## src/rtl/keyed_lock_pkg.sv

```systemverilog
// Shared types and constants for the keyed configuration lock.
// Assumes a byte-wide bus; the key values are fixed by the lock behaviour.
package keyed_lock_pkg;
    typedef enum logic [1:0] {
        KEY_IDLE  = 2'd0,
        KEY_HALF  = 2'd1,
        KEY_ARMED = 2'd2
    } key_state_e;

    localparam logic [7:0] KEY_FIRST  = 8'h55;
    localparam logic [7:0] KEY_SECOND = 8'hAA;
endpackage

```

## src/rtl/keyed_lock_seq.sv

```systemverilog
// Key tracker: watches bus writes for the two-byte unlock key on the lock
// address and reports "armed" until the next bus access consumes it.
// Assumes wr_byte and wr_bit are never high together.
module keyed_lock_seq
    import keyed_lock_pkg::*;
(
    input  logic       clk,
    input  logic       rst_n,
    input  logic       wr_byte,
    input  logic       wr_bit,
    input  logic       hit_lock,
    input  logic [7:0] wdata,
    output logic       armed
);
    key_state_e state_q, state_d;

    // Next key state: only bus accesses move the tracker.
    always_comb begin
        state_d = state_q;
        if (wr_byte || wr_bit) begin
            if (wr_byte && hit_lock && wdata == KEY_FIRST)
                state_d = KEY_HALF;
            else if (wr_byte && hit_lock && wdata == KEY_SECOND && state_q == KEY_HALF)
                state_d = KEY_ARMED;
            else
                state_d = KEY_IDLE;
        end
    end

    // State register, cleared by either reset.
    always_ff @(posedge clk) begin
        if (!rst_n) state_q <= KEY_IDLE;
        else        state_q <= state_d;
    end

    assign armed = (state_q == KEY_ARMED);

    // a second key byte right after the first arms the tracker.
    assert_key_arms_R2: assert property (@(posedge clk) disable iff (!rst_n)
        (state_q == KEY_HALF && wr_byte && hit_lock && wdata == KEY_SECOND) |=> armed);

    // a bit operation always uses up the armed state.
    assert_arm_single_use_R5: assert property (@(posedge clk) disable iff (!rst_n)
        (armed && wr_bit) |=> !armed);
endmodule

```

## src/rtl/keyed_lock_state.sv

```systemverilog
// Lock flag and one-way seal. The flag moves only on a keyed bit operation;
// in one-way mode a keyed set seals the flag until the next reset.
// Assumes op_set/op_clr already decode the lock address and bit 0.
module keyed_lock_state (
    input  logic clk,
    input  logic rst_n,
    input  logic one_way,
    input  logic armed,
    input  logic op_set,
    input  logic op_clr,
    output logic locked
);
    logic locked_q;
    logic sealed_q;
    logic take_set;
    logic take_clr;

    // Accept decisions for the current access.
    always_comb begin
        take_set = armed && op_set;
        take_clr = armed && op_clr && !(one_way && sealed_q);
    end

    // Lock flag and seal registers, both cleared by either reset.
    always_ff @(posedge clk) begin
        if (!rst_n) begin
            locked_q <= 1'b0;
            sealed_q <= 1'b0;
        end else begin
            if (take_set)      locked_q <= 1'b1;
            else if (take_clr) locked_q <= 1'b0;
            if (take_set && one_way) sealed_q <= 1'b1;
        end
    end

    assign locked = locked_q;

    // without a keyed bit operation the flag does not move.
    assert_flag_needs_key_R5: assert property (@(posedge clk) disable iff (!rst_n)
        !(armed && (op_set || op_clr)) |=> $stable(locked_q));

    // a sealed one-way lock stays set.
    assert_seal_holds_R8: assert property (@(posedge clk) disable iff (!rst_n)
        (sealed_q && one_way) |=> locked_q);
endmodule

```

## src/rtl/keyed_lock_bank.sv

```systemverilog
// Selection register bank with write gating. Byte writes load the low SEL_W
// bits; bit operations change one indexed bit. Only power-on reset restores
// the defaults (register i defaults to i+1).
module keyed_lock_bank #(
    parameter int NUM_SEL = 6,
    parameter int SEL_W   = 6,
    localparam int IDX_W  = (NUM_SEL > 1) ? $clog2(NUM_SEL) : 1
) (
    input  logic                       clk,
    input  logic                       por_n,
    input  logic                       locked,
    input  logic                       hit_sel,
    input  logic [IDX_W-1:0]           idx,
    input  logic                       wr_byte,
    input  logic                       wr_bit,
    input  logic                       bit_val,
    input  logic [2:0]                 bidx,
    input  logic [SEL_W-1:0]           wdata,
    output logic                       we,
    output logic [NUM_SEL*SEL_W-1:0]   sel_flat
);
    logic [SEL_W-1:0] bit_mask;

    // Gated enable and single-bit mask for bit operations.
    always_comb begin
        we       = hit_sel && (wr_byte || wr_bit) && !locked;
        bit_mask = SEL_W'(1) << bidx;
    end

    for (genvar i = 0; i < NUM_SEL; i++) begin : g_sel
        localparam logic [SEL_W-1:0] DEF = SEL_W'(i + 1);
        logic [SEL_W-1:0] reg_q;

        // One selection register: power-on default, else gated update.
        always_ff @(posedge clk) begin
            if (!por_n) begin
                reg_q <= DEF;
            end else if (we && idx == IDX_W'(i)) begin
                if (wr_byte)      reg_q <= wdata;
                else if (bit_val) reg_q <= reg_q | bit_mask;
                else              reg_q <= reg_q & ~bit_mask;
            end
        end

        assign sel_flat[i*SEL_W +: SEL_W] = reg_q;
    end

    // while locked the bank does not change.
    assert_locked_blocks_R7: assert property (@(posedge clk) disable iff (!por_n)
        locked |=> $stable(sel_flat));
endmodule

```

## src/rtl/keyed_cfg_lock.sv

```systemverilog
// Top of the keyed configuration lock: decodes the bus, feeds the key
// tracker and lock flag, gates the selection bank, and muxes read data.
// Assumes byte write and bit strobes are not issued together (byte wins).
// Address map: selection registers 0..NUM_SEL-1, lock register at NUM_SEL.
module keyed_cfg_lock #(
    parameter int ADDR_W  = 4,
    parameter int NUM_SEL = 6,
    parameter int SEL_W   = 6
) (
    input  logic                     clk,
    input  logic                     por_n,
    input  logic                     warm_n,
    input  logic                     one_way_cfg,
    input  logic                     bus_wr,
    input  logic                     bus_bset,
    input  logic                     bus_bclr,
    input  logic [ADDR_W-1:0]        bus_addr,
    input  logic [7:0]               bus_wdata,
    input  logic [2:0]               bus_bidx,
    output logic [7:0]               bus_rdata,
    output logic                     sel_we,
    output logic                     locked,
    output logic [NUM_SEL*SEL_W-1:0] sel_flat
);
    localparam int IDX_W = (NUM_SEL > 1) ? $clog2(NUM_SEL) : 1;
    localparam logic [ADDR_W-1:0] LOCK_ADDR = ADDR_W'(NUM_SEL);

    logic rst_lock_n;
    logic wr_bit;
    logic hit_lock;
    logic hit_sel;
    logic armed;
    logic op_set;
    logic op_clr;

    // Bus decode shared by the sub-blocks.
    always_comb begin
        rst_lock_n = por_n && warm_n;
        wr_bit     = (bus_bset || bus_bclr) && !bus_wr;
        hit_lock   = (bus_addr == LOCK_ADDR);
        hit_sel    = (bus_addr < LOCK_ADDR);
        op_set     = wr_bit && bus_bset && hit_lock && bus_bidx == 3'd0;
        op_clr     = wr_bit && !bus_bset && hit_lock && bus_bidx == 3'd0;
    end

    keyed_lock_seq u_seq (
        .clk      (clk),
        .rst_n    (rst_lock_n),
        .wr_byte  (bus_wr),
        .wr_bit   (wr_bit),
        .hit_lock (hit_lock),
        .wdata    (bus_wdata),
        .armed    (armed)
    );

    keyed_lock_state u_state (
        .clk     (clk),
        .rst_n   (rst_lock_n),
        .one_way (one_way_cfg),
        .armed   (armed),
        .op_set  (op_set),
        .op_clr  (op_clr),
        .locked  (locked)
    );

    keyed_lock_bank #(.NUM_SEL(NUM_SEL), .SEL_W(SEL_W)) u_bank (
        .clk      (clk),
        .por_n    (por_n),
        .locked   (locked),
        .hit_sel  (hit_sel),
        .idx      (bus_addr[IDX_W-1:0]),
        .wr_byte  (bus_wr),
        .wr_bit   (wr_bit),
        .bit_val  (bus_bset),
        .bidx     (bus_bidx),
        .wdata    (bus_wdata[SEL_W-1:0]),
        .we       (sel_we),
        .sel_flat (sel_flat)
    );

    // Read mux: lock flag in bit 0 or a zero-extended selection register.
    always_comb begin
        bus_rdata = 8'h00;
        if (hit_lock) bus_rdata[0] = locked;
        for (int i = 0; i < NUM_SEL; i++)
            if (bus_addr == ADDR_W'(i)) bus_rdata = 8'(sel_flat[i*SEL_W +: SEL_W]);
    end

    // a warm reset with no bus activity leaves the selection bank alone.
    assert_warm_keeps_sel_R9: assert property (@(posedge clk) disable iff (!por_n)
        (!warm_n && !bus_wr && !bus_bset && !bus_bclr) |=> $stable(sel_flat));
endmodule

```

## config.mk

```make
export PLATFORM = sky130hd
export DESIGN_NAME = keyed_cfg_lock
export DESIGN_NICKNAME = d
export VERILOG_FILES = /design/src/rtl/keyed_lock_pkg.sv /design/src/rtl/keyed_lock_seq.sv /design/src/rtl/keyed_lock_state.sv /design/src/rtl/keyed_lock_bank.sv /design/src/rtl/keyed_cfg_lock.sv
export SDC_FILE = /design/constraint.sdc
export NUM_CORES = 1
export LEC_CHECK = 0
export CAP_MARGIN = 0
export CORE_MARGIN = 4
export CORE_UTILIZATION = 35
export CTS_CLUSTER_DIAMETER = 60
export DETAILED_ROUTE_END_ITERATION = 7
export HOLD_SLACK_MARGIN = 0.1
export SLEW_MARGIN = 20
export SYNTH_ARGS = -nofsm -noshare
export SYNTH_HDL_FRONTEND = slang
export SYNTH_SLANG_ARGS = --single-unit
```

## constraint.sdc

```tcl
create_clock -name clk -period 4.8 [get_ports clk]
set_input_delay 0.96 -clock clk [delete_from_list [all_inputs] [get_ports clk]]
set_output_delay 0.96 -clock clk [all_outputs]
set_load 0.005 [all_outputs]
```

Word-level counts from Yosys, hierarchy flattened
Index checks and enable logic that the tools add are counted.
W data, S select, Z words.
- bits in registers: 40
- latch bits: 0
- bits in writable memories: 0
- ROM bits: 0
- input port bits: 22
- output and inout bits: 46
- logic and storage cells: 97
- memories: 0
- add/subtract/negate cells: 0
- $mul: 0
- divide/modulo/power cells: 0
- $lt $le $gt $ge: 1
- equality and inequality tests: 15
- shift-type cells: 1
- multiplexer cells: 23
- bitwise gates (word level): 13
- reduce and logical (&&, ||, !) cells: 35
- operator list (cell ; count):
    $mux W6 ; 13
    $mux W8 ; 5
    $and A6 B6 Y6 ; 6
    $or A6 B6 Y6 ; 6
    $logic_and A1 B1 Y1 ; 25
    $eq A4 B3 Y1 const B ; 3
    $eq A4 B2 Y1 const B ; 2
    $eq A8 B7 Y1 const B ; 1
    $eq A8 B8 Y1 const B ; 1
    $eq A3 B2 Y1 const B ; 2
    $eq A3 B3 Y1 const B ; 2
    $logic_not A3 Y1 ; 2
    $not A6 Y6 ; 1
    $shl A1 B3 Y6 const A ; 1
    $eq A4 B1 Y1 const B ; 1
    $logic_not A1 Y1 ; 4
    $logic_not A4 Y1 ; 1
    $lt A4 B3 Y1 const B ; 1
    $mux W2 ; 2
    $eq A3 B1 Y1 const B ; 1
    $mux W1 ; 3
    $eq A2 B1 Y1 const B ; 1
    $eq A2 B2 Y1 const B ; 1
    $logic_or A1 B1 Y1 ; 2
    $reduce_bool A2 Y1 ; 1

Logic depth before layout (Yosys ltp)
Gate-level depths: netlist (run 1).
- depth in word-level cells: 9
- depth in mapped cells: 7
- gate-level depth less buffers: 4

Cells and area by module
Synthesis (run 1) repeated with hierarchy kept, for this count alone.
- cells, all modules: 296
- area, all modules: 2651.3 sq um
- by module, submodules not included (module ; times used ; cells each ; area each (sq um) ; seq. area each (sq um)):
    keyed_lock_bank ; 1 ; 222 ; 1993.2 ; 720.7
    keyed_cfg_lock ; 1 ; 50 ; 436.7 ; 0.0
    keyed_lock_seq ; 1 ; 15 ; 137.6 ; 40.0
    keyed_lock_state ; 1 ; 9 ; 83.8 ; 40.0

Least setup slack after synthesis (run 1)
No wires, ideal clock.
- kind: input to output
- from: input bus_addr[1]
- to: output bus_rdata[0]
- arrival time: 1998 ps
- required time: 3840 ps
- setup slack: 1842 ps
- cell stages on the path: 5
- path buffers: 1
- cells stage by stage: clkbuf_1 -> mux2_2 -> a22oi_1 -> nor3_1 -> a221o_1
- cells in the longest elaborated chain, start to end: 8
- elaborated cells between the ends (all ways): 14
- those cells by class: eq/ne (6); mux (7); reduce/logical (1)
- ends and longest elaborated chain (element ; line ; RTL):
    start: declaration ; keyed_cfg_lock.sv:17 ; input logic [ADDR_W-1:0] bus_addr,
    $eq A4 B3 Y1 ; keyed_cfg_lock.sv:40 ; hit_lock = (bus_addr == LOCK_ADDR);
    $mux W1 ; keyed_cfg_lock.sv:84 ; if (hit_lock) bus_rdata[0] = locked;
    $mux W6 ; keyed_cfg_lock.sv:86 ; if (bus_addr == ADDR_W'(i)) bus_rdata = 8'(sel_flat[i*SEL_W +: SEL_W]);
    $mux W8 (4 in series) ; keyed_cfg_lock.sv:86 ;
    $mux W8 * ; keyed_cfg_lock.sv:86 ;
    end: declaration ; keyed_cfg_lock.sv:20 ; output logic [7:0] bus_rdata,
Every way passes the cells marked *; elsewhere a longest branch is shown, timed or not.

Worst setup path after layout (run 1)
- from: input bus_addr[2]
- to: output bus_rdata[5]
- cells in the longest elaborated chain, start to end: 7
- elaborated cells between the ends (all ways): 12
- those cells by class: eq/ne (5); mux (6); reduce/logical (1)
- ends and longest elaborated chain (element ; line):
    $logic_not A4 Y1 ; keyed_cfg_lock.sv:86
    $mux W6 ; keyed_cfg_lock.sv:86
    $mux W8 (4 in series) ; keyed_cfg_lock.sv:86
    $mux W8 * ; keyed_cfg_lock.sv:86
Marked as above.

==> impl_metrics.tcl, run 1 <==
set metrics [dict create \
    outcome "finished, final reports clean" \
    grt_max_degree 40 \
    initial_core_util_pct 36.7 \
    ys.warnings.count 0 \
    ios 68 \
    cts_hold_buf 0 \
    antenna_found_initial 0 \
    synth_top_family_by_area "compound AO/OA/AOI/OAI gates" \
    fin_nets 363 \
    max_stage_delay_ns 0.72 \
    reg2reg_from "u_state.locked" \
    dp_hpwl_um 5530 \
    p_comb_share_pct 16.3 \
    synth_seq_area_share_pct 36.2 \
    skew_ns 0.00484 \
    synth-edff-count 0 \
    p_seq_share_pct 44.5 \
    synth_compound_area_share_pct 29.8 \
    dieHeight_um 87.5 \
    die_w_um 87.5 \
    synthesis.area_um2 2210 \
    switching_power_uw 193 \
    synth-xor-area-share_pct 0 \
    path_buf_inv 2 \
    grt_pass1_wl_um 11600 \
    cts_setup_buffers 0 \
    cp_max_fo 21 \
    max_freq_ghz 0.238 \
    slew_viol_final 0 \
    synthCells 285 \
    layout_commonest_cell "clkdlybuf4s50_1" \
    dieArea_um2 7650 \
    final_cell_mix "64 x clkdlybuf4s50_1, 42 x nor2_1, 40 x dfxtp_1" \
    routabilityCongestion 0.834 \
    critPathKind "input port to primary output" \
    clk_pin_slew_worst_paths_ns 0.08 \
    maxCapViolCount 0 \
    ys_ff_latch 40 \
    ctsResizeCount 0 \
    finalWirelength_um 7310 \
    ant_nets 0 \
    hold_end "u_seq.state_q[1]" \
    fillers 602 \
    whs_path_depth 2 \
    period_share_pct 87.5 \
    synthArstFlopShare_pct 0 \
    arrival_ns 3.24 \
    viasPerCell 5.65 \
    clock-sinks 40 \
    p_int_uw 581 \
    cpMostUsedCell "clkdlybuf4s50_1" \
    avgRoutedWirePerCell_um 17.5 \
    drtIter0Drc 140 \
    vias 2358 \
    synthAdderAreaFrac_pct 0 \
    max_slew_margin_pct 50.0 \
    setup_violations 0 \
    cts_tree "yes" \
    cp_cell_sequence "clkdlybuf4s50_1 -> nor3b_1 -> a22oi_1 -> o21ai_0 -> clkdlybuf4s50_1" \
    p_total_uw 774 \
    synth_top_flop_cell "dfxtp_1" \
    power.density_nw_per_um2 257 \
    cts_made_buffers 5 \
    tightest_slew_ns 0.740 \
    hp-start "u_seq.state_q[1]" \
    firstDrtPassIters 4 \
    core_area_um2 6030 \
    worst_setup_path_start_kind "input port" \
    hold_path.class "flip-flop to flip-flop" \
    slowest_stage "clkdlybuf4s50_1" \
    drc 0 \
    cp.required_ns 3.84 \
    drive_above_1_share_pct 8.19 \
    grt_pass1_vias 2223 \
    clockBufferDepth 2 \
    period_minus_slack_ns 4.20 \
    hold_violations 0 \
    synthMuxAreaShare_pct 3.06 \
    cp_top_family "buffers and inverters" \
    placed_area_um2 2880 \
    rr_worst_depth 4 \
    peakVddDrop_uv 195 \
    rsz0062_at_grt "false" \
    tns_ns 0 \
    antenna_cells 0 \
    critPathLaunch "bus_addr[2]" \
    clockRootBuffer "clkbuf_8" \
    syn2layout_area_growth_pct 36.1 \
    switching_share_pct 25.0 \
    overflow 0 \
    grtUsageTotal_pct 19.4 \
    p_leak_nw 1.06 \
    port_buffers 65 \
    final_cell_area_um2 3010 \
    rows 28 \
    htree_levels 2 \
    r2r_slack_ns 2.84 \
    syn_avg_cell_area_um2 7.75 \
    cp-end-kind "primary output" \
    clockPowerShare_pct 39.2 \
    clk_latency_ns 0.29 \
    synthDistinctLibCells 46 \
    synthSimpleGateAreaFrac_pct 25.2 \
]
[worst reg2reg max path, stage by stage (launching register included)]
cell and delay, ns:
dfxtp_1 0.41, or3_1 0.48, or4_1 0.61, o21ai_0 0.22, o211ai_1 0.10
[cell usage after synthesis (5+ instances only)]
cell,instances,area (um2)
nor2_1,42,158
clkbuf_1,16,60.1
nand2_1,13,48.8
o221a_2,5,56.3
inv_1,5,18.8
dfxtp_1,40,801
a21oi_1,30,150
a22oi_1,6,45.0
mux2_2,6,67.6
o211ai_1,9,67.6
o21ai_0,39,195
nand2b_1,6,37.5
nand3b_1,6,45.0
nor3_1,7,35.0
[power groups by stage]
stage          registers [mW]  logic [mW]  clock network [mW]
2_1_floorplan           0.351      0.0659                   0
3_3_place_gp            0.352       0.125                   0
3_5_place_dp            0.352       0.126                   0
4_1_cts                 0.345       0.126               0.307
5_1_grt                 0.346       0.139               0.323
6_report                0.344       0.126               0.303
[cells by family (layout without fill, tap and decap cells)]
family	count (synthesis)	count (layout)
multiplexers	6	6
flip-flops	40	40
AND/OR/NAND/NOR	106	106
other	1	2
AO/OA/AOI/OAI	106	106
buffers and inverters	26	82
[metrics by stage]
stage	std cells	utilization [%]	hold slack (ns)	worst slack (ns)
5_1_grt	417	49.9	0.512	0.439
2_1_floorplan	286	-	0.440	1.84
6_report	417	49.9	0.468	0.600
4_1_cts	417	49.9	0.471	0.642
3_5_place_dp	409	47.8	0.461	0.647
3_3_place_gp	409	47.9	0.455	0.715
[worst max-delay path by stage]
| stage | endpoint | slack (ns) | cells after the start |
|---|---|---|---|
| 3_5_place_dp | bus_rdata[5] | 0.65 | 5 |
| 3_3_place_gp | bus_rdata[4] | 0.71 | 5 |
| 2_1_floorplan | bus_rdata[0] | 1.84 | 5 |
| 6_report | bus_rdata[5] | 0.60 | 5 |
| 4_1_cts | bus_rdata[5] | 0.64 | 5 |
| 5_1_grt | bus_rdata[2] | 0.44 | 5 |
[cell type report]
class | instances | area, um2 | area share, %
well taps | 75 | 93.8 | 3.12
flip-flops and latches | 40 | 801 | 26.6
multi-input cells | 220 | 1290 | 42.9
clock inverters | 1 | 30.0 | 0.999
repair buffers | 69 | 676 | 22.5
inverters | 5 | 18.8 | 0.624
clock buffers | 7 | 96.3 | 3.20
[layer usage]
| metal | GRT usage [%] | routed length (um) | vias to the layer above |
|---|---|---|---|
| met1 | 26.5 | 3440 | 1107 |
| met3 | 3.22 | 448 | 4 |
| li1 | - | - | 1162 |
| met5 | 0 | 0 | - |
| met2 | 32.3 | 3390 | 85 |
| met4 | 3.35 | 37 | 0 |
Power figures use the tool's default switching activity.
==> inputs of run 2 (changes only) <==
SLEW_MARGIN = unset   (was 20)
==> impl_metrics.tcl, run 2 (same netlist as run 1, synthesis figures left out) <==
set metrics [dict create \
    stdcell_count 417 \
    clockRootBuffer "clkbuf_8" \
    cp.required_ns 3.84 \
    hold_violations 0 \
    slew_viol_final 0 \
    grt_pass1_wl_um 11500 \
    core_area_um2 6030 \
    dp_hpwl_um 5520 \
    dieArea_um2 7650 \
    p_comb_share_pct 17.9 \
    tns_ns 0 \
    grt_pass1_vias 2175 \
    cp_max_fo 21 \
    port_buffers 65 \
    layout_commonest_cell "clkdlybuf4s50_1" \
    syn2layout_area_growth_pct 34.8 \
    clock-sinks 40 \
    setup_violations 0 \
    path_buf_inv 2 \
    skew_ns 0.00647 \
    outcome "finished, final reports clean" \
    cp_top_family "buffers and inverters" \
    rsz0062_at_grt "false" \
    antenna_found_initial 0 \
    p_seq_share_pct 48.5 \
    routabilityCongestion 0.834 \
    viasPerCell 5.49 \
    p_leak_nw 1.04 \
    power.density_nw_per_um2 238 \
    cpMostUsedCell "clkdlybuf4s50_1" \
    rows 28 \
    drtIter0Drc 160 \
    peakVddDrop_uv 183 \
    vias 2288 \
    slowest_stage "clkdlybuf4s50_1" \
    drive_above_1_share_pct 7.60 \
    hold_path.class "flip-flop to flip-flop" \
    critPathKind "input port to primary output" \
    max_slew_margin_pct 17.6 \
    clockPowerShare_pct 33.6 \
    antenna_cells 0 \
    overflow 0 \
    cts_hold_buf 0 \
    ctsResizeCount 0 \
    initial_core_util_pct 36.7 \
    cts_setup_buffers 0 \
    avgRoutedWirePerCell_um 17.5 \
    period_share_pct 87.7 \
    htree_levels 2 \
    cp_cell_sequence "clkdlybuf4s50_1 -> nor3b_1 -> a22oi_1 -> o21ai_0 -> clkdlybuf4s50_1" \
    max_stage_delay_ns 0.73 \
    clockBufferDepth 2 \
    cts_tree "yes" \
    finalWirelength_um 7300 \
    period_minus_slack_ns 4.21 \
    clk_latency_ns 0.29 \
    dp.cells 409 \
    grtUsageTotal_pct 19.4 \
    switching_power_uw 195 \
    fin_nets 363 \
    die_w_um 87.5 \
    switching_share_pct 27.5 \
    firstDrtPassIters 4 \
    worst_setup_path_start_kind "input port" \
    p_int_uw 515 \
    final_cell_mix "65 x clkdlybuf4s50_1, 42 x nor2_1, 40 x dfxtp_1" \
    clk_pin_slew_worst_paths_ns 0.08 \
    max_freq_ghz 0.238 \
    grt_max_degree 40 \
    ios 68 \
    cp-end-kind "primary output" \
    fillers 614 \
    arrival_ns 3.25 \
    tightest_slew_ns 1.23 \
    dieHeight_um 87.5 \
    ant_nets 0 \
    drc 0 \
    cts_made_buffers 5 \
    maxCapViolCount 0 \
]
run 2: metal layers:
| layer | vias up | global-route usage (%) | share of wire, % |
|---|---|---|---|
| li1 | 1162 | - | - |
| met1 | 1057 | 26.7 | 48 |
| met2 | 63 | 31.4 | 46 |
| met3 | 6 | 3.60 | 4.8 |
| met4 | 0 | 4.46 | 1.1 |
| met5 | - | 0 | 0 |
run 2: stage by stage:
| step | util [%] | worst slack, ns | power (mW) | hold WS, ns | instance area [um2] |
|---|---|---|---|---|---|
| detailed placement | 47.9 | 0.650 | 0.479 | 0.461 | 2890 |
| floorplan | - | 1.84 | 0.417 | 0.440 | 2210 |
| finish | 49.4 | 0.590 | 0.710 | 0.471 | 2980 |
| global route | 49.4 | 0.439 | 0.744 | 0.512 | 2980 |
| global placement | 47.9 | 0.715 | 0.478 | 0.455 | 2890 |
| CTS | 49.4 | 0.634 | 0.714 | 0.472 | 2980 |
run 2: area by class of cell:
type / instances / area, um2 / share of cell area (%)
Clock buffer: 7 / 86.3 / 2.90
Timing Repair Buffer: 69 / 681 / 22.8
Inverter: 5 / 18.8 / 0.630
Clock inverter: 1 / 7.51 / 0.252
Multi-Input combinational cell: 220 / 1290 / 43.3
Tap cell: 75 / 93.8 / 3.15
Sequential cell: 40 / 801 / 26.9
run 2: worst min-delay path, stage by stage, from the launching register on:
cell and delay, ns:
dfxtp_1 0.33, nand2_1 0.06, a21oi_1 0.05
run 2: final timing paths:
check | end | slack, ns | from | depth (start not counted)
min | u_seq.state_q[1] | 0.47 | u_seq.state_q[1] | 2
min reg2reg | u_seq.state_q[1] | 0.47 | u_seq.state_q[1] | 2
max reg2reg | flip-flop | 2.82 | u_state.locked | 4
max | bus_rdata[5] | 0.59 | bus_addr[2] | 5
run 2: power by group through the flow:
stage	registers, mW	clock network [mW]	logic [mW]
5_1_grt	0.346	0.259	0.139
4_1_cts	0.345	0.243	0.127
2_1_floorplan	0.351	0	0.0659
3_5_place_dp	0.352	0	0.126
6_report	0.345	0.238	0.127
3_3_place_gp	0.352	0	0.125
==> inputs of run 3 (changes only) <==
CELL_PAD_IN_SITES_DETAIL_PLACEMENT = 2   (was unset)
CELL_PAD_IN_SITES_GLOBAL_PLACEMENT = 2   (was unset)
CORE_UTILIZATION = 28   (was 35)
PLACE_DENSITY_LB_ADDON = 0.2   (was unset)
==> impl_metrics.tcl, run 3 (same netlist as run 1, synthesis figures left out) <==
set metrics [dict create \
    clock-sinks 40 \
    cp-endpoint "bus_rdata[1]" \
    hold_path.class "flip-flop to flip-flop" \
    clk_pin_slew_worst_paths_ns 0.08 \
    stdcell_count 447 \
    r2r_slack_ns 2.71 \
    tightest_slew_ns 0.921 \
    cp.required_ns 3.84 \
    ctsResizeCount 0 \
    cts_hold_buf 0 \
    cp_max_fo 10 \
    cp_cell_sequence "clkdlybuf4s50_1 -> nor3b_1 -> a22oi_1 -> o21ai_0 -> clkdlybuf4s50_1" \
    dp_hpwl_um 6760 \
    tns_ns 0 \
    layout_commonest_cell "clkdlybuf4s50_1" \
    ant_nets 0 \
    drtIter0Drc 94 \
    utilization_pct 40.0 \
    rows 32 \
    hold_ws_ns 0.472 \
    max_freq_ghz 0.247 \
    period_minus_slack_ns 4.04 \
    antenna_found_initial 0 \
    firstDrtPassIters 4 \
    p_total_uw 811 \
    finalWirelength_um 8870 \
    peakVddDrop_uv 102 \
    cts_made_buffers 5 \
    critPathKind "input port to primary output" \
    cp-end-kind "primary output" \
    overflow 0 \
    fin_nets 367 \
    final_cell_area_um2 3080 \
    placed_area_um2 2950 \
    fin_ws_ns 0.759 \
    setup_violations 0 \
    outcome "finished, final reports clean" \
    cts_setup_buffers 0 \
    rsz0062_at_grt "false" \
    power.density_nw_per_um2 263 \
    clockBufferDepth 2 \
    grtUsageTotal_pct 18.7 \
    drive_above_1_share_pct 8.70 \
    viasPerCell 5.52 \
    clk_latency_ns 0.30 \
    core_area_um2 7690 \
    initial_core_util_pct 28.7 \
    skew_ns 0.00719 \
    avgRoutedWirePerCell_um 19.9 \
    htree_levels 2 \
    vias 2466 \
    cpMostUsedCell "clkdlybuf4s50_1" \
    critPathLaunch "bus_addr[3]" \
    slowest_stage "nor3b_1" \
    arrival_ns 3.08 \
    maxCapViolCount 0 \
    cts_tree "yes" \
    hold_violations 0 \
    max_slew_margin_pct 37.7 \
    p_leak_nw 1.07 \
    rr_worst_depth 4 \
    max_stage_delay_ns 0.62 \
    dieHeight_um 96.8 \
    dp.cells 440 \
    reg2reg_from "u_state.locked" \
    final_cell_mix "65 x clkdlybuf4s50_1, 42 x nor2_1, 40 x dfxtp_1" \
    antenna_cells 0 \
    hp-start "u_seq.state_q[1]" \
    ios 68 \
    slew_viol_final 0 \
    port_buffers 65 \
    worst_setup_path_start_kind "input port" \
    period_share_pct 84.2 \
    die_w_um 96.8 \
    place_ws_ns 0.689 \
    clockRootBuffer "clkbuf_8" \
    grt_pass1_wl_um 14300 \
    syn2layout_area_growth_pct 39.3 \
    grt_max_degree 40 \
    dieArea_um2 9380 \
    routabilityCongestion 0.828 \
    grt_pass1_vias 2656 \
    drc 0 \
]
## run 3: layout make-up
class / instances / area [um2]
fill: 887 / 4610
multi-input combinational: 220 / 1290
sequential: 40 / 801
timing repair buffer: 73 / 711
tap: 102 / 128
clock buffer: 5 / 68.8
clock inverter: 2 / 60.1
inverter: 5 / 18.8
## run 3: worst min-delay path by stage
stage	end	depth (start not counted)
3_3_place_gp	u_seq.state_q[1]	2
2_1_floorplan	u_seq.state_q[0]	2
6_report	u_seq.state_q[1]	2
4_1_cts	u_seq.state_q[1]	2
3_5_place_dp	u_seq.state_q[1]	2
5_1_grt	u_seq.state_q[1]	2
## run 3: power by group
part | internal (mW) | total [mW] | switching (mW) | leakage (nW)
Combinational | 0.0606 | 0.135 | 0.0739 | 0.687
Clock | 0.205 | 0.331 | 0.126 | 0.0642
Sequential | 0.339 | 0.345 | 0.00612 | 0.324
## run 3: worst max-delay path: cells and delay by family
family          cells  cell delay, ns
buf+inv             2            1.12
compound gates      2            0.38
simple gates        1            0.62
## run 3: per-layer routing
metal	share of wire (%)	vias to the layer above	track usage [%]
li1	-	1172	-
met1	46	1207	24.3
met2	48	79	31.3
met3	4.5	8	3.68
met4	1.2	0	5.83
met5	0	-	0
